File: src/rtl/brom_pkg.sv
// Shared types and content rule for the burst-read ROM target.
// Assumes words are 32 bits; the content is a pure function of segment and index.
package brom_pkg;

    typedef enum logic [2:0] {
        OP_READ  = 3'd0,
        OP_WRITE = 3'd1,
        OP_LL    = 3'd2,
        OP_SC    = 3'd3,
        OP_CAS   = 3'd4
    } rom_op_e;

    typedef enum logic [1:0] {
        ST_IDLE,
        ST_READ,
        ST_ERROR
    } rsp_state_e;

    localparam int WORD_W = 32;

    // Fixed content of word idx in segment seg.
    function automatic logic [WORD_W-1:0] rom_word(input int unsigned seg,
                                                    input int unsigned idx);
        logic [23:0] low;
        low = 24'(idx * 3) ^ 24'h3C5A00;
        return {8'(32'h10 + seg), low};
    endfunction

endpackage

File: src/rtl/brom_seg_decode.sv
// Segment matcher: masks the upper address bits, finds the lowest-numbered
// segment containing the address and checks that the whole burst fits.
// Assumes segments do not wrap the address space.
module brom_seg_decode #(
    parameter int ADDR_W    = 32,
    parameter int PLEN_W    = 8,
    parameter int NSEG      = 3,
    parameter int DROP_MSB  = 8,
    parameter int IDX_W     = 16,
    parameter int SEG_IDX_W = 2,
    parameter logic [NSEG-1:0][ADDR_W-1:0] SEG_BASE  = '0,
    parameter logic [NSEG-1:0][15:0]       SEG_WORDS = '0
) (
    input  logic [ADDR_W-1:0]    addr,
    input  logic [PLEN_W-1:0]    plen,
    output logic                 ok,
    output logic [SEG_IDX_W-1:0] seg_id,
    output logic [IDX_W-1:0]     word_off
);

    localparam logic [ADDR_W-1:0] KEEP_MASK = {ADDR_W{1'b1}} >> DROP_MSB;

    logic [ADDR_W-1:0] masked;
    logic [NSEG-1:0]   hit_vec;
    logic [NSEG-1:0]   fit_vec;
    logic [IDX_W-1:0]  off_vec [NSEG];
    logic              any_hit;
    logic              sel_fit;
    logic              aligned;

    assign masked = addr & KEEP_MASK;

    // One range comparator per segment.
    for (genvar s = 0; s < NSEG; s++) begin : g_seg
        localparam logic [ADDR_W:0] END_B =
            (ADDR_W+1)'(SEG_BASE[s]) + ((ADDR_W+1)'(SEG_WORDS[s]) << 2);
        assign hit_vec[s] = ({1'b0, masked} >= {1'b0, SEG_BASE[s]}) &&
                            ({1'b0, masked} <  END_B);
        assign fit_vec[s] = ({1'b0, masked} + (ADDR_W+1)'(plen)) <= END_B;
        assign off_vec[s] = IDX_W'((masked - SEG_BASE[s]) >> 2);
    end

    // Priority select: the lowest-numbered matching segment wins.
    always_comb begin
        seg_id   = '0;
        word_off = '0;
        sel_fit  = 1'b0;
        any_hit  = 1'b0;
        for (int s = NSEG - 1; s >= 0; s--) begin
            if (hit_vec[s]) begin
                seg_id   = SEG_IDX_W'(s);
                word_off = off_vec[s];
                sel_fit  = fit_vec[s];
                any_hit  = 1'b1;
            end
        end
    end

    assign aligned = (addr[1:0] == 2'b00) && (plen[1:0] == 2'b00) && (plen != '0);
    assign ok      = any_hit && sel_fit && aligned;

endmodule

File: src/rtl/brom_word_store.sv
// Word store: presents the words of the current flit on the data lanes.
// Lanes beyond the words still owed are driven to zero, which gives the
// right-justified final half flit and an all-zero error flit.
module brom_word_store
    import brom_pkg::*;
#(
    parameter int DATA_W    = 64,
    parameter int SEG_IDX_W = 2,
    parameter int IDX_W     = 16,
    parameter int LEFT_W    = 8
) (
    input  logic [SEG_IDX_W-1:0] seg_id,
    input  logic [IDX_W-1:0]     word_idx,
    input  logic [LEFT_W-1:0]    words_left,
    output logic [DATA_W-1:0]    data
);

    localparam int LANES = DATA_W / WORD_W;

    // One content lookup per 32-bit lane.
    for (genvar k = 0; k < LANES; k++) begin : g_lane
        assign data[k*WORD_W +: WORD_W] =
            (int'(words_left) > k) ? rom_word(int'(seg_id), int'(word_idx) + k)
                                   : '0;
    end

endmodule

File: src/rtl/brom_rsp_ctrl.sv
// Response controller: the three-state FSM that accepts a command when idle,
// captures its identifiers and streams flits until the last one is accepted.
// Assumes the decode result is valid in the same cycle as the command.
module brom_rsp_ctrl
    import brom_pkg::*;
#(
    parameter int DATA_W    = 64,
    parameter int PLEN_W    = 8,
    parameter int SEG_IDX_W = 2,
    parameter int IDX_W     = 16,
    parameter int LEFT_W    = 8,
    parameter int SRCID_W   = 8,
    parameter int TRDID_W   = 4,
    parameter int PKTID_W   = 4
) (
    input  logic                 clk,
    input  logic                 rst_n,
    input  logic                 cmd_val,
    input  logic [2:0]           cmd_op,
    input  logic [PLEN_W-1:0]    cmd_plen,
    input  logic [SRCID_W-1:0]   cmd_srcid,
    input  logic [TRDID_W-1:0]   cmd_trdid,
    input  logic [PKTID_W-1:0]   cmd_pktid,
    input  logic                 dec_ok,
    input  logic [SEG_IDX_W-1:0] dec_seg,
    input  logic [IDX_W-1:0]     dec_off,
    input  logic                 rsp_ack,
    output logic                 cmd_ack,
    output logic                 rsp_val,
    output logic                 rsp_err,
    output logic                 rsp_eop,
    output logic [SRCID_W-1:0]   rsp_srcid,
    output logic [TRDID_W-1:0]   rsp_trdid,
    output logic [PKTID_W-1:0]   rsp_pktid,
    output logic [SEG_IDX_W-1:0] cur_seg,
    output logic [IDX_W-1:0]     cur_idx,
    output logic [LEFT_W-1:0]    cur_left
);

    localparam int LANES = DATA_W / WORD_W;

    rsp_state_e state;
    logic       last_flit;

    assign last_flit = cur_left <= LEFT_W'(LANES);

    // State, burst position and identifier registers.
    always_ff @(posedge clk) begin
        if (!rst_n) begin
            state     <= ST_IDLE;
            cur_seg   <= '0;
            cur_idx   <= '0;
            cur_left  <= '0;
            rsp_srcid <= '0;
            rsp_trdid <= '0;
            rsp_pktid <= '0;
        end else begin
            case (state)
                ST_IDLE: begin
                    if (cmd_val) begin
                        rsp_srcid <= cmd_srcid;
                        rsp_trdid <= cmd_trdid;
                        rsp_pktid <= cmd_pktid;
                        if (cmd_op == OP_READ && dec_ok) begin
                            state    <= ST_READ;
                            cur_seg  <= dec_seg;
                            cur_idx  <= dec_off;
                            cur_left <= LEFT_W'(cmd_plen >> 2);
                        end else begin
                            state    <= ST_ERROR;
                            cur_left <= '0;
                        end
                    end
                end
                ST_READ: begin
                    if (rsp_ack) begin
                        if (last_flit) begin
                            state    <= ST_IDLE;
                            cur_left <= '0;
                        end else begin
                            cur_idx  <= cur_idx + IDX_W'(LANES);
                            cur_left <= cur_left - LEFT_W'(LANES);
                        end
                    end
                end
                ST_ERROR: begin
                    if (rsp_ack) begin
                        state <= ST_IDLE;
                    end
                end
                default: state <= ST_IDLE;
            endcase
        end
    end

    // Moore outputs of the controller.
    always_comb begin
        cmd_ack = (state == ST_IDLE);
        rsp_val = (state == ST_READ) || (state == ST_ERROR);
        rsp_err = (state == ST_ERROR);
        rsp_eop = (state == ST_ERROR) || ((state == ST_READ) && last_flit);
    end

endmodule

File: src/rtl/burst_rom_target.sv
// Burst-read ROM target: a multi-segment read-only slave answering
// single-flit read commands with bursts of 32- or 64-bit flits.
// Assumes DATA_W is 32 or 64 and that segments do not overlap.
module burst_rom_target
    import brom_pkg::*;
#(
    parameter int ADDR_W   = 32,
    parameter int DATA_W   = 64,
    parameter int PLEN_W   = 8,
    parameter int SRCID_W  = 8,
    parameter int TRDID_W  = 4,
    parameter int PKTID_W  = 4,
    parameter int DROP_MSB = 8,
    parameter int NSEG     = 3,
    parameter int IDX_W    = 16,
    parameter logic [NSEG-1:0][ADDR_W-1:0] SEG_BASE =
        {32'h0000_3000, 32'h0000_1000, 32'h0000_0000},
    parameter logic [NSEG-1:0][15:0] SEG_WORDS = {16'd8, 16'd32, 16'd16}
) (
    input  logic               clk,
    input  logic               rst_n,
    input  logic               cmd_val,
    output logic               cmd_ack,
    input  logic [2:0]         cmd_op,
    input  logic [ADDR_W-1:0]  cmd_addr,
    input  logic [PLEN_W-1:0]  cmd_plen,
    input  logic [SRCID_W-1:0] cmd_srcid,
    input  logic [TRDID_W-1:0] cmd_trdid,
    input  logic [PKTID_W-1:0] cmd_pktid,
    output logic               rsp_val,
    input  logic               rsp_ack,
    output logic [DATA_W-1:0]  rsp_data,
    output logic               rsp_err,
    output logic               rsp_eop,
    output logic [SRCID_W-1:0] rsp_srcid,
    output logic [TRDID_W-1:0] rsp_trdid,
    output logic [PKTID_W-1:0] rsp_pktid
);

    localparam int SEG_IDX_W = (NSEG > 1) ? $clog2(NSEG) : 1;
    localparam int LEFT_W    = PLEN_W;

    logic                 dec_ok;
    logic [SEG_IDX_W-1:0] dec_seg;
    logic [IDX_W-1:0]     dec_off;
    logic [SEG_IDX_W-1:0] cur_seg;
    logic [IDX_W-1:0]     cur_idx;
    logic [LEFT_W-1:0]    cur_left;

    brom_seg_decode #(
        .ADDR_W(ADDR_W), .PLEN_W(PLEN_W), .NSEG(NSEG), .DROP_MSB(DROP_MSB),
        .IDX_W(IDX_W), .SEG_IDX_W(SEG_IDX_W),
        .SEG_BASE(SEG_BASE), .SEG_WORDS(SEG_WORDS)
    ) u_decode (
        .addr     (cmd_addr),
        .plen     (cmd_plen),
        .ok       (dec_ok),
        .seg_id   (dec_seg),
        .word_off (dec_off)
    );

    brom_rsp_ctrl #(
        .DATA_W(DATA_W), .PLEN_W(PLEN_W), .SEG_IDX_W(SEG_IDX_W), .IDX_W(IDX_W),
        .LEFT_W(LEFT_W), .SRCID_W(SRCID_W), .TRDID_W(TRDID_W), .PKTID_W(PKTID_W)
    ) u_ctrl (
        .clk       (clk),
        .rst_n     (rst_n),
        .cmd_val   (cmd_val),
        .cmd_op    (cmd_op),
        .cmd_plen  (cmd_plen),
        .cmd_srcid (cmd_srcid),
        .cmd_trdid (cmd_trdid),
        .cmd_pktid (cmd_pktid),
        .dec_ok    (dec_ok),
        .dec_seg   (dec_seg),
        .dec_off   (dec_off),
        .rsp_ack   (rsp_ack),
        .cmd_ack   (cmd_ack),
        .rsp_val   (rsp_val),
        .rsp_err   (rsp_err),
        .rsp_eop   (rsp_eop),
        .rsp_srcid (rsp_srcid),
        .rsp_trdid (rsp_trdid),
        .rsp_pktid (rsp_pktid),
        .cur_seg   (cur_seg),
        .cur_idx   (cur_idx),
        .cur_left  (cur_left)
    );

    brom_word_store #(
        .DATA_W(DATA_W), .SEG_IDX_W(SEG_IDX_W), .IDX_W(IDX_W), .LEFT_W(LEFT_W)
    ) u_store (
        .seg_id     (cur_seg),
        .word_idx   (cur_idx),
        .words_left (cur_left),
        .data       (rsp_data)
    );

endmodule

File: config.mk
export PLATFORM = sky130hd
export DESIGN_NAME = burst_rom_target
export DESIGN_NICKNAME = d
export VERILOG_FILES = /design/src/rtl/brom_pkg.sv /design/src/rtl/brom_seg_decode.sv /design/src/rtl/brom_word_store.sv /design/src/rtl/brom_rsp_ctrl.sv /design/src/rtl/burst_rom_target.sv
export SDC_FILE = /design/constraint.sdc
export NUM_CORES = 1
export LEC_CHECK = 0
export BUFFER_PORTS_ARGS = -buffer_cell sky130_fd_sc_hd__buf_2
export CAP_MARGIN = 20
export CORE_ASPECT_RATIO = 1.25
export CORE_MARGIN = 3
export CORE_UTILIZATION = 44
export DETAILED_ROUTE_END_ITERATION = 10
export GPL_TIMING_DRIVEN = 0
export PLACE_DENSITY = 0.81
export SLEW_MARGIN = 40
export SYNTH_ARGS = -nofsm -noshare
export SYNTH_HDL_FRONTEND = slang
export SYNTH_SLANG_ARGS = --single-unit
File: constraint.sdc
create_clock -name clk -period 5.8 [get_ports clk]
set_input_delay 1.16 -clock clk [delete_from_list [all_inputs] [get_ports clk]]
set_output_delay 1.16 -clock clk [all_outputs]
set_load 0.05 [all_outputs]
======== After elaboration in Yosys (flattened, before gate mapping) ========
Cells that the tools add are included.
word-level totals
  register bits after elaboration ......... 44
  input port bits ......................... 63
  output and inout port bits .............. 84
  word-level logic and storage cells ...... 88
operators by class
  $add $sub $neg .......................... 7
  multiply operators ...................... 2
  magnitude comparators ................... 11
  equality and inequality tests ........... 8
  mux-type cells .......................... 30
  bitwise gates (word level) .............. 2
  reductions and logical operators ........ 21
operators by type and width
  cell                                                   count
  two-way mux 16 bit                                     7
  two-way mux 32 bit                                     2
  <= comparator 33 x 13 -> 1 bit, second input constant  1
  <= comparator 33 x 14 -> 1 bit, second input constant  1
  <= comparator 33 x 7 -> 1 bit, second input constant   1
  multiplier 32 x 2 -> 24 bit, second input constant     1
  one-hot mux 16 bit (2 select lines)                    1
  adder 24 x 8 -> 25 bit                                 1
  >= comparator 24 x 13 -> 1 bit, second input constant  1
  >= comparator 24 x 14 -> 1 bit, second input constant  1
  < comparator 24 x 13 -> 1 bit, second input constant   1
  < comparator 24 x 14 -> 1 bit, second input constant   1
  < comparator 24 x 7 -> 1 bit, second input constant    1
  two-way mux 8 bit                                      3
  multiplier 16 x 2 -> 18 bit, second input constant     1
  subtractor 18 x 13 -> 18 bit, second input constant    1
  subtractor 18 x 14 -> 18 bit, second input constant    1
  adder 16 x 1 -> 17 bit, second input constant          1
  adder 16 x 2 -> 16 bit, second input constant          1
  > comparator 8 x 1 -> 1 bit, second input constant     2
  two-way mux 2 bit                                      8
  inverter 8 bit                                         2
  one-hot mux 8 bit (2 select lines)                     1
  <= comparator 8 x 2 -> 1 bit, second input constant    1
  19 further kinds                                       39

======== Depth between registers and ports, before layout ========
Gate-level depths: netlist of the first run.
  depth after elaboration ................. 11
  mapped depth ............................ 15
  gate-level depth less buffers ........... 14

======== By module ========
A second synthesis of the first run with hierarchy kept.
second synthesis, totals
  cells, all modules ...................... 774
  area total of the unflattened synthesis .. 5763.0 sq um
modules (own cells, without submodules)
  module           times used  cells an instance  area each (sq um)  seq. area each (sq um)
  brom_rsp_ctrl    1           301                2411.1             880.8
  brom_word_store  1           330                2297.2             0.0
  brom_seg_decode  1           143                1054.8             0.0

======== Worst setup path before layout of the first run ========
No wires, ideal clock.
  path type ............................... reg-to-output
  start ................................... register u_ctrl.cur_idx[0]
  end ..................................... output rsp_data[50]
  data arrival time ....................... 4045 ps
  slack ................................... 595 ps
  stages on the path, launching flop included .. 16
  path buffers ............................ 1
  path through ............................ dfxtp_1 > clkbuf_1 > inv_1 > ha_1 > inv_1 > ha_1 > a21o_1 > a21oi_1 > o21bai_1 > a31oi_1 > o21ai_0 > o41ai_1 > o2111ai_1 > a21oi_1 > nor2b_1 > nor3_1
on the way
  cells in the longest elaborated chain, start to end .. 4
ends and longest elaborated chain
  what                             line                    RTL
  start: declaration               brom_rsp_ctrl.sv:36     output logic [IDX_W-1:0] cur_idx,
  start signal: assignment         brom_rsp_ctrl.sv:67     cur_idx <= dec_off;
  start signal: assignment         brom_rsp_ctrl.sv:81     cur_idx <= cur_idx + IDX_W'(LANES);
  adder 16 x 1 -> 17 bit           brom_word_store.sv:23   (int'(words_left) > k) ? rom_word(int'(seg_id), int'(word_idx) + k)
  multiplier 32 x 2 -> 24 bit      brom_pkg.sv:25          low = 24'(idx * 3) ^ 24'h3C5A00;
  inverter 8 bit (no source line)  -
  two-way mux 32 bit               brom_word_store.sv:23
  end: declaration                 burst_rom_target.sv:32  output logic [DATA_W-1:0] rsp_data,
No other way between the ends.

======== Worst setup path in the final report of the first run ========
Same ends and word-level chain as after synthesis.

==> results.cfg, run 1 <==
[drt]
viasPerCell = 5.625
drt-initial-drc-count = 362
drc = 0
vias = 5856
ant_nets = 0
post_drt_wl_per_cell_um = 14.72
routed_wirelength_mm = 15.33
drt-pass1-iter-count = 5

[cts]
cts_resized = 0
cts-buffers-inserted = 5
cts_sinks = 44
htreeDepth = 2
cts.reportedPaths.clkPinSlew_ns = 0.06
max-clock-path-buffers = 2
cts_tree = done
cts.repair_timing.setup_buffer_count = 0
root_driver = sky130_fd_sc_hd__clkbuf_16
insertion_delay_ns = 0.29
cts-hold-fix-buffers = 0

[yosys]
synth_seq_cells = 44
number_of_enable_type_register_cells_in_the_synthesized_netlist = 0
ys_dominant_reg_cell = sky130_fd_sc_hd__dfxtp_1
synth_cell_type_count = 80
yosys_warnings = 0
synth.avg_cell_area_um2 = 7.263
yosysSeqAreaShare_pct = 16.41
postSynth.asyncResetShare_pct = 0
synthesis.area_um2 = 5368
synthCells = 739

[timing]
hold_violations = 0
rsz_0062_raised_after_global_routing = no
number_of_setup_violations_in_the_final_report = 0
worst_clock_skew_ns = 0.004940
finalCritPeriodShare_pct = 93.23
worst_slew_pin_slew_ns = 0.7157
period_needed_ns = 5.407
fmax_mhz = 184.9
timing.max_slew.rel_slack_pct = 52.11
max_slew_vio_count = 0
fin_tns_setup_ns = 0

[floorplanning]
fp-row-count = 44
fp.dieArea_um2 = 13570
start_util_pct = 45.56
die_h_um = 129.5
fp.dieW_um = 104.8
design.core.area_um2 = 11780
design.portCount = 147

[critical_path]
slowest_delay_ns = 0.40
critical_path_arrival_ns = 4.25
setup.worst_path.end_class = primary output
required_ns = 4.64
endpoint = rsp_data[50]
critical_path_cell_sequence = clkbuf_1 -> inv_1 -> ha_1 -> inv_1 -> ha_1 -> a21o_1 -> a21oi_1 -> o21bai_1 -> a31oi_1 -> o21ai_0 -> o41ai_2 -> o2111ai_1 -> a21oi_1 -> nor2b_1 -> nor3_1 -> buf_2
cp-start-kind = flop
crit_path_depth = 16
timing.reg2reg.worst_path_depth = 10
path_delay_family = compound AO/OA/AOI/OAI gates
cp.buffers_inverters = 4
timing.critical_path.fanout_max = 7
timing.rr.start = u_ctrl.state[1]
cell_type_of_the_slowest_stage_on_the_worst_timing_path = sky130_fd_sc_hd__ha_1
crit_path_start = u_ctrl.cur_idx[0]
criticalPathCategory = flop to primary output
ff2ff_setup_slack_ns = 2.97
worstReg2RegEnd = u_ctrl.cur_idx[1]

[cells_and_area]
layout-drive-gt1-share_pct = 19.66
filler_cell_count = 1224
final_core_util_pct = 54.06
most_frequent_standard_cell_in_the_layout_excluding_fill_and_tap_cells = sky130_fd_sc_hd__buf_2
diodes = 0
area_growth_pct = 18.65
layout.cells.most_common_list = sky130_fd_sc_hd__buf_2, sky130_fd_sc_hd__nand2_1, sky130_fd_sc_hd__nor2_1, sky130_fd_sc_hd__a21oi_1, sky130_fd_sc_hd__ha_1
final_net_count = 996

[placed_design]
placer_congestion = 0.9283
detailed_place_hpwl_mm = 12.54
buffer_ports.inserted = 121

[grt]
via_count_of_the_first_global_routing_pass = 5281
grt_overall_usage_pct = 21.31
antenna_found_initial = 0
grt_start_max_net_pins = 14
globalRoute.totalOverflow = 0
global_route_wire_length_before_repair_mm = 24.60

[hold_path]
worst_hold_path_cell_count = 2
hold_path.class = flop to flop

[job]
cap_violations = 0

[status]
outcome = completed

[pwr]
powerDensity_nw_per_um2 = 196.8
power_leakage_nw = 2.895
ir_drop_uv = 136.4
## Yosys cell counts, types with 6 or more instances
cell type                  number  area share, %
sky130_fd_sc_hd__nor2b_1        6           0.70
sky130_fd_sc_hd__nand2_1       84            5.9
sky130_fd_sc_hd__and2_1        11            1.3
sky130_fd_sc_hd__nor4_1         9            1.0
sky130_fd_sc_hd__xor2_1        13            2.1
sky130_fd_sc_hd__a21oi_1       58            5.4
sky130_fd_sc_hd__a22oi_1       11            1.5
sky130_fd_sc_hd__mux2i_1        6            1.1
sky130_fd_sc_hd__nor2_1        77            5.4
sky130_fd_sc_hd__nand4_1       13            1.5
sky130_fd_sc_hd__a21o_1        10            1.4
sky130_fd_sc_hd__clkbuf_1      25            1.7
sky130_fd_sc_hd__o21a_1         6           0.84
sky130_fd_sc_hd__xnor2_1       38            6.2
sky130_fd_sc_hd__nor3b_1        6           0.84
sky130_fd_sc_hd__nand3_1       28            2.6
sky130_fd_sc_hd__buf_4         22            3.1
sky130_fd_sc_hd__nor3_1        22            2.1
sky130_fd_sc_hd__ha_1          50             12
sky130_fd_sc_hd__inv_1         37            2.6
sky130_fd_sc_hd__a31oi_1       13            1.5
sky130_fd_sc_hd__and3_1        10            1.2
sky130_fd_sc_hd__o22ai_1        7           0.82
sky130_fd_sc_hd__o21ai_0       27            2.5
sky130_fd_sc_hd__dfxtp_1       44             16
## worst min path at each step
stage,to,slack [ns],startpoint
after detailed placement,u_ctrl.rsp_pktid[0],0.44,u_ctrl.rsp_pktid[0]
after global routing,u_ctrl.rsp_srcid[6],0.47,u_ctrl.rsp_srcid[6]
after global placement,u_ctrl.rsp_trdid[1],0.44,u_ctrl.rsp_trdid[1]
after floorplan,u_ctrl.cur_seg[0],0.44,u_ctrl.cur_seg[0]
final,u_ctrl.rsp_pktid[0],0.45,u_ctrl.rsp_pktid[0]
after CTS,u_ctrl.rsp_pktid[0],0.45,u_ctrl.rsp_pktid[0]
## registers in the layout, indices dropped and copies added, names as in the netlist
register          count
u_ctrl.cur_seg        2
u_ctrl.cur_idx       16
u_ctrl.rsp_trdid      4
u_ctrl.cur_left       8
u_ctrl.state          2
u_ctrl.rsp_pktid      4
u_ctrl.rsp_srcid      8
## routing by layer
| metal | up-vias | part of all wire (%) | GRT usage (%) |
|---|---|---|---|
| met5 | - | 0 | 0 |
| met4 | 0 | 3.0 | 7.799 |
| met3 | 31 | 4.8 | 1.644 |
| met2 | 195 | 51 | 40.23 |
| met1 | 2690 | 41 | 25.22 |
| li1 | 2940 | - | - |
## metrics by stage
step | std cells | area [µm²] | total power, mW | hold slack, ns | worst slack, ns
floorplan | 752 | 5416 | 0.8348 | 0.4419 | 0.5951
global placement | 1034 | 6223 | 0.9733 | 0.4390 | 0.5665
detailed placement | 1034 | 6223 | 0.9829 | 0.4447 | 0.5290
CTS | 1041 | 6361 | 1.251 | 0.4531 | 0.2339
global route | 1041 | 6369 | 1.315 | 0.4743 | 0.1194
finish | 1041 | 6369 | 1.253 | 0.4523 | 0.3926
## worst reg2reg max path, stage by stage, from the launching register on
cell and delay [ns]:
sky130_fd_sc_hd__dfxtp_1 0.36, sky130_fd_sc_hd__inv_1 0.07, sky130_fd_sc_hd__ha_1 0.17, sky130_fd_sc_hd__clkbuf_1 0.20, sky130_fd_sc_hd__inv_1 0.19, sky130_fd_sc_hd__o22ai_1 0.17
sky130_fd_sc_hd__nor2_1 0.32, sky130_fd_sc_hd__nand2_1 0.18, sky130_fd_sc_hd__nor2_1 0.58, sky130_fd_sc_hd__o21ai_4 0.22, sky130_fd_sc_hd__o32ai_2 0.27
## where the power goes
part	internal (mW)	switching [mW]	total, mW
Clock	0.156	0.118	0.274
Combinational	0.177	0.467	0.645
Sequential	0.318	0.0156	0.334
## logic make-up after synthesis
kind of cell	after synthesis	share of synthesized area, %
other cells	1	0.06986
compound gates	197	25.64
xor+xnor	53	8.928
buf+inv	87	7.622
fa+ha+maj	53	12.77
simple gates	297	27.23
mux	7	1.329
flops	44	16.41
## layout make-up
| class | count | area [µm²] | area share (%) |
|---|---|---|---|
| clock inverters | 2 | 12.51 | 0.1965 |
| clock buffers | 5 | 125.1 | 1.965 |
| flip-flops and latches | 44 | 880.8 | 13.83 |
| inverters | 38 | 142.6 | 2.240 |
| multi-input cells | 621 | 4134 | 64.91 |
| plain buffers | 49 | 266.5 | 4.185 |
| repair buffers | 121 | 605.6 | 9.509 |
| well taps | 161 | 201.4 | 3.163 |
(Power assumes the default switching activity.)
==> run 2: changes to the inputs <==
CORE_UTILIZATION = 54   (was 44)
HOLD_SLACK_MARGIN = 0.06   (was unset)
MAX_ROUTING_LAYER = met4   (was unset)
PLACE_DENSITY = 0.94   (was 0.81)
==> results.cfg, run 2 (synthesized netlist as in run 1, its figures left out) <==
[floorplanning]
start_util_pct = 55.57
design.portCount = 147
fp.dieArea_um2 = 11180
design.core.area_um2 = 9659
fp.dieW_um = 95.18
fp-row-count = 40
die_h_um = 117.5

[placed_design]
buffer_ports.inserted = 121
placer_congestion = 0.9587
detailed_place_hpwl_mm = 12.14
placed_instances = 999

[drt]
ant_nets = 0
vias = 6121
drc = 0
viasPerCell = 6.078
post_drt_wl_per_cell_um = 15.55
routed_wirelength_mm = 15.66
drt-pass1-iter-count = 5
drt-initial-drc-count = 439

[grt]
grt_start_max_net_pins = 15
antenna_found_initial = 0
grt_overall_usage_pct = 27.67
global_route_wire_length_before_repair_mm = 25.14
via_count_of_the_first_global_routing_pass = 5553
globalRoute.totalOverflow = 0

[cts]
cts-hold-fix-buffers = 0
cts.repair_timing.setup_buffer_count = 0
cts_tree = done
max-clock-path-buffers = 2
cts.reportedPaths.clkPinSlew_ns = 0.06
insertion_delay_ns = 0.29
htreeDepth = 2
cts-buffers-inserted = 5
cts_sinks = 44
cts_resized = 0
root_driver = sky130_fd_sc_hd__clkbuf_16

[cells_and_area]
final_std_cells_w_o_fill = 1007
filler_cell_count = 836
area_growth_pct = 18.58
layout.cells.most_common_list = sky130_fd_sc_hd__buf_2, sky130_fd_sc_hd__nand2_1, sky130_fd_sc_hd__nor2_1, sky130_fd_sc_hd__a21oi_1, sky130_fd_sc_hd__ha_1
register_bank_with_the_most_flops = u_ctrl.cur_idx
final_net_count = 996
diodes = 0
most_frequent_standard_cell_in_the_layout_excluding_fill_and_tap_cells = sky130_fd_sc_hd__buf_2
layout-drive-gt1-share_pct = 19.75
biggestRegsByFlops = u_ctrl.cur_idx x16, u_ctrl.cur_left x8, u_ctrl.rsp_srcid x8
largest_register_ff_count = 16
final_core_util_pct = 65.89

[timing]
finalCritPeriodShare_pct = 94.05
rsz_0062_raised_after_global_routing = no
fin_tns_setup_ns = 0
worst_slew_pin_slew_ns = 0.8418
period_needed_ns = 5.455
number_of_setup_violations_in_the_final_report = 0
fmax_mhz = 183.3
hold_slack_ns = 0.4526
hold_violations = 0
timing.max_slew.rel_slack_pct = 43.67
worst_clock_skew_ns = 0.005351
max_slew_vio_count = 0

[critical_path]
timing.rr.start = u_ctrl.state[1]
critical_path_arrival_ns = 4.29
required_ns = 4.64
crit_path_start = u_ctrl.cur_idx[0]
timing.critical_path.fanout_max = 7
setup.worst_path.end_class = primary output
criticalPathCategory = flop to primary output
cp-start-kind = flop

[pwr]
power_leakage_nw = 2.916
post-layout-total-power_mw = 1.321
ir_drop_uv = 124.2
powerDensity_nw_per_um2 = 207.5

[job]
cap_violations = 0

[status]
outcome = completed

[hold_path]
hold_path.class = flop to flop
origin_of_the_worst_min_delay_path = u_ctrl.rsp_srcid[2]
-- run 2: cell types whose count changed in the layout (fill, tap and decap cells not counted) --
| cell | before | now |
|---|---|---|
| sky130_fd_sc_hd__clkbuf_8 | 0 | 1 |
| sky130_fd_sc_hd__clkinv_2 | 1 | 0 |
| sky130_fd_sc_hd__clkinv_4 | 0 | 1 |
| sky130_fd_sc_hd__bufinv_16 | 0 | 1 |
| sky130_fd_sc_hd__clkinvlp_4 | 1 | 0 |
-- run 2: power by group --
group	leakage, nW	total, mW	internal (mW)	switching (mW)
combinational	2.47	0.647	0.177	0.470
clock	0.0871	0.340	0.216	0.124
sequential	0.358	0.334	0.318	0.0153
-- run 2: critical path, cell delays in order (launching register included) --
cell                        delay, ns
sky130_fd_sc_hd__dfxtp_1         0.34
sky130_fd_sc_hd__clkbuf_1        0.36
sky130_fd_sc_hd__inv_1           0.25
sky130_fd_sc_hd__ha_1            0.39
sky130_fd_sc_hd__inv_1           0.09
sky130_fd_sc_hd__ha_1            0.29
sky130_fd_sc_hd__a21o_1          0.15
sky130_fd_sc_hd__a21oi_1         0.25
sky130_fd_sc_hd__o21bai_1        0.13
sky130_fd_sc_hd__a31oi_1         0.23
sky130_fd_sc_hd__o21ai_0         0.24
sky130_fd_sc_hd__o41ai_2         0.38
sky130_fd_sc_hd__o2111ai_1       0.20
sky130_fd_sc_hd__a21oi_1         0.25
sky130_fd_sc_hd__nor2b_1         0.07
sky130_fd_sc_hd__nor3_1          0.12
sky130_fd_sc_hd__buf_2           0.29
-- run 2: through the flow --
| step | setup slack [ns] | cell area, µm² |
|---|---|---|
| final | 0.3453 | 6365 |
| after global routing | 0.07121 | 6365 |
| after CTS | 0.2194 | 6357 |
| after detailed placement | 0.5356 | 6180 |
| after global placement | 0.5938 | 6180 |
| after floorplan | 0.5951 | 5416 |
-- run 2: final cells by class --
type	instances	area, µm²	share of cell area, %
Multi-Input combinational cell	621	4134	64.95
Sequential cell	44	880.8	13.84
Timing Repair Buffer	121	605.6	9.514
Buffer	49	266.5	4.187
Tap cell	126	157.7	2.477
Inverter	38	142.6	2.241
Clock buffer	6	138.9	2.182
Clock inverter	2	38.79	0.6094
-- run 2: per-layer routing --
layer / vias up / GRT usage, % / share of wire (%) / routed length, µm
met1: 2788 / 31.16 / 38 / 5896
met5: - / - / 0 / 0
met4: 0 / 14.71 / 5.0 / 780
met3: 64 / 2.621 / 7.2 / 1126
met2: 324 / 47.26 / 50 / 7857
li1: 2945 / - / - / -
-- run 2: final timing paths --
check             slack (ns)  depth (start not counted)                   to
hold / removal          0.45                          2  u_ctrl.rsp_srcid[2]
hold reg to reg         0.45                          2  u_ctrl.rsp_srcid[2]
setup reg to reg        2.72                         10    u_ctrl.cur_idx[1]
setup / recovery        0.35                         16         rsp_data[50]
==> run 3: changes to the inputs <==
CORE_ASPECT_RATIO = unset   (was 1.25)
CORE_UTILIZATION = 45   (was 54)
PLACE_DENSITY = 0.7   (was 0.94)
==> results.cfg, run 3 (synthesized netlist as in run 1, its figures left out) <==
[job]
cap_violations = 0

[placed_design]
detailed_place_hpwl_mm = 12.12
buffer_ports.inserted = 121
placer_congestion = 0.9278

[timing]
finalCritPeriodShare_pct = 93.25
worst_slew_pin_slew_ns = 0.8374
number_of_setup_violations_in_the_final_report = 0
max_slew_vio_count = 0
fin_tns_setup_ns = 0
hold_slack_ns = 0.4508
rsz_0062_raised_after_global_routing = no
worst_clock_skew_ns = 0.008717
fmax_mhz = 184.9
timing.max_slew.rel_slack_pct = 43.97
hold_violations = 0
period_needed_ns = 5.409

[drt]
ant_nets = 0
routed_wirelength_mm = 15.25
vias = 5765
drt-initial-drc-count = 256
viasPerCell = 5.624
post_drt_wl_per_cell_um = 14.88
drc = 0
drt-pass1-iter-count = 5

[cts]
cts_tree = done
cts_resized = 0
cts-buffers-inserted = 5
cts.repair_timing.setup_buffer_count = 0
root_driver = sky130_fd_sc_hd__clkbuf_16
htreeDepth = 2
max-clock-path-buffers = 2
cts_sinks = 44
insertion_delay_ns = 0.29
cts-hold-fix-buffers = 0
cts.reportedPaths.clkPinSlew_ns = 0.07

[cells_and_area]
filler_cell_count = 1172
largest_register_ff_count = 16
final_net_count = 996
register_bank_with_the_most_flops = u_ctrl.cur_idx
layout-drive-gt1-share_pct = 19.75
area_growth_pct = 19.02
most_frequent_standard_cell_in_the_layout_excluding_fill_and_tap_cells = sky130_fd_sc_hd__buf_2
biggestRegsByFlops = u_ctrl.cur_idx x16, u_ctrl.cur_left x8, u_ctrl.rsp_srcid x8
layout.cells.most_common_list = sky130_fd_sc_hd__buf_2, sky130_fd_sc_hd__nand2_1, sky130_fd_sc_hd__nor2_1, sky130_fd_sc_hd__a21oi_1, sky130_fd_sc_hd__ha_1

[grt]
global_route_wire_length_before_repair_mm = 24.21
antenna_found_initial = 0
grt_start_max_net_pins = 15
grt_overall_usage_pct = 22.33
globalRoute.totalOverflow = 0
via_count_of_the_first_global_routing_pass = 5160

[critical_path]
slowest_delay_ns = 0.40
criticalPathCategory = flop to primary output
timing.rr.start = u_ctrl.state[1]
required_ns = 4.64
setup.worst_path.end_class = primary output
critical_path_cell_sequence = clkbuf_1 -> inv_1 -> ha_1 -> inv_1 -> ha_1 -> a21o_1 -> a21oi_1 -> o21bai_1 -> a31oi_1 -> o21ai_0 -> o41ai_2 -> o2111ai_1 -> a21oi_1 -> nor2b_1 -> nor3_1 -> buf_2
timing.reg2reg.worst_path_depth = 10
timing.critical_path.fanout_max = 7
ff2ff_setup_slack_ns = 2.95
path_delay_family = compound AO/OA/AOI/OAI gates
cp.buffers_inverters = 4
cp-start-kind = flop
worstReg2RegEnd = u_ctrl.cur_idx[1]
critical_path_arrival_ns = 4.25
crit_path_start = u_ctrl.cur_idx[0]
cell_type_of_the_slowest_stage_on_the_worst_timing_path = sky130_fd_sc_hd__ha_1

[pwr]
power_leakage_nw = 2.916
ir_drop_uv = 178.7
powerDensity_nw_per_um2 = 206.4

[floorplanning]
design.portCount = 147
fp-row-count = 39
die_h_um = 115.2
design.core.area_um2 = 11520
start_util_pct = 46.61
fp.dieW_um = 115.2
fp.dieArea_um2 = 13270

[hold_path]
hold_path.class = flop to flop
origin_of_the_worst_min_delay_path = u_ctrl.rsp_pktid[0]
worst_hold_path.endpoint = u_ctrl.rsp_pktid[0]
worst_hold_path_cell_count = 2

[status]
outcome = completed
==> run 3: cell count changes in the layout (fill, tap and decap cells not counted), sizes merged <==
cell,delta
diode,+1
==> run 3: how the worst max path moves through the flow <==
stage | cells past startpoint | to
finish | 16 | rsp_data[50]
CTS | 16 | rsp_data[50]
floorplan | 15 | rsp_data[50]
global route | 16 | rsp_data[50]
detailed placement | 16 | rsp_data[50]
global placement | 16 | rsp_data[50]
==> run 3: final cells by class <==
class	count	area, µm²	share of cell area, %
buffer	49	266.5	4.172
multi-input combinational	621	4134	64.71
clock buffer	6	138.9	2.174
clock inverter	2	38.79	0.6071
inverter	38	142.6	2.233
timing repair buffer	121	605.6	9.479
sequential	44	880.8	13.79
antenna	1	2.502	0.03917
tap	143	178.9	2.801
==> run 3: worst register-to-register path, cell delays in order, from the launching register on <==
cell                       delay, ns
sky130_fd_sc_hd__dfxtp_1        0.36
sky130_fd_sc_hd__inv_1          0.08
sky130_fd_sc_hd__ha_1           0.17
sky130_fd_sc_hd__clkbuf_1       0.22
sky130_fd_sc_hd__inv_1          0.19
sky130_fd_sc_hd__o22ai_1        0.16
sky130_fd_sc_hd__nor2_1         0.37
sky130_fd_sc_hd__nand2_1        0.20
sky130_fd_sc_hd__nor2_1         0.54
sky130_fd_sc_hd__o21ai_4        0.21
sky130_fd_sc_hd__o32ai_2        0.26
==> run 3: report_power, final <==
group	total [mW]	switching (mW)	internal, mW
Clock	0.341	0.125	0.216
Combinational	0.643	0.466	0.177
Sequential	0.334	0.0156	0.318
Total	1.32	0.607	0.711
==> run 3: metal layers <==
| metal | global-route usage (%) | vias to the layer above | routed length (µm) |
|---|---|---|---|
| met4 | 6.260 | 0 | 341 |
| met5 | - | - | 0 |
| met2 | 37.73 | 142 | 7342 |
| met1 | 28.60 | 2653 | 7013 |
| met3 | 1.789 | 28 | 554 |
| li1 | - | 2942 | - |
==> run 3: through the flow <==
stage / total power [mW] / setup slack [ns] / cells / utilization [%] / instance area (µm²)
2_1_floorplan: 0.8348 / 0.5951 / 752 / - / 5416
3_3_place_gp: 0.9783 / 0.4845 / 1016 / 53.85 / 6201
3_5_place_dp: 0.9807 / 0.4910 / 1016 / 53.85 / 6201
4_1_cts: 1.317 / 0.1578 / 1024 / 55.39 / 6379
5_1_grt: 1.378 / 0.04776 / 1024 / 55.45 / 6386
6_report: 1.319 / 0.3913 / 1025 / 55.48 / 6389
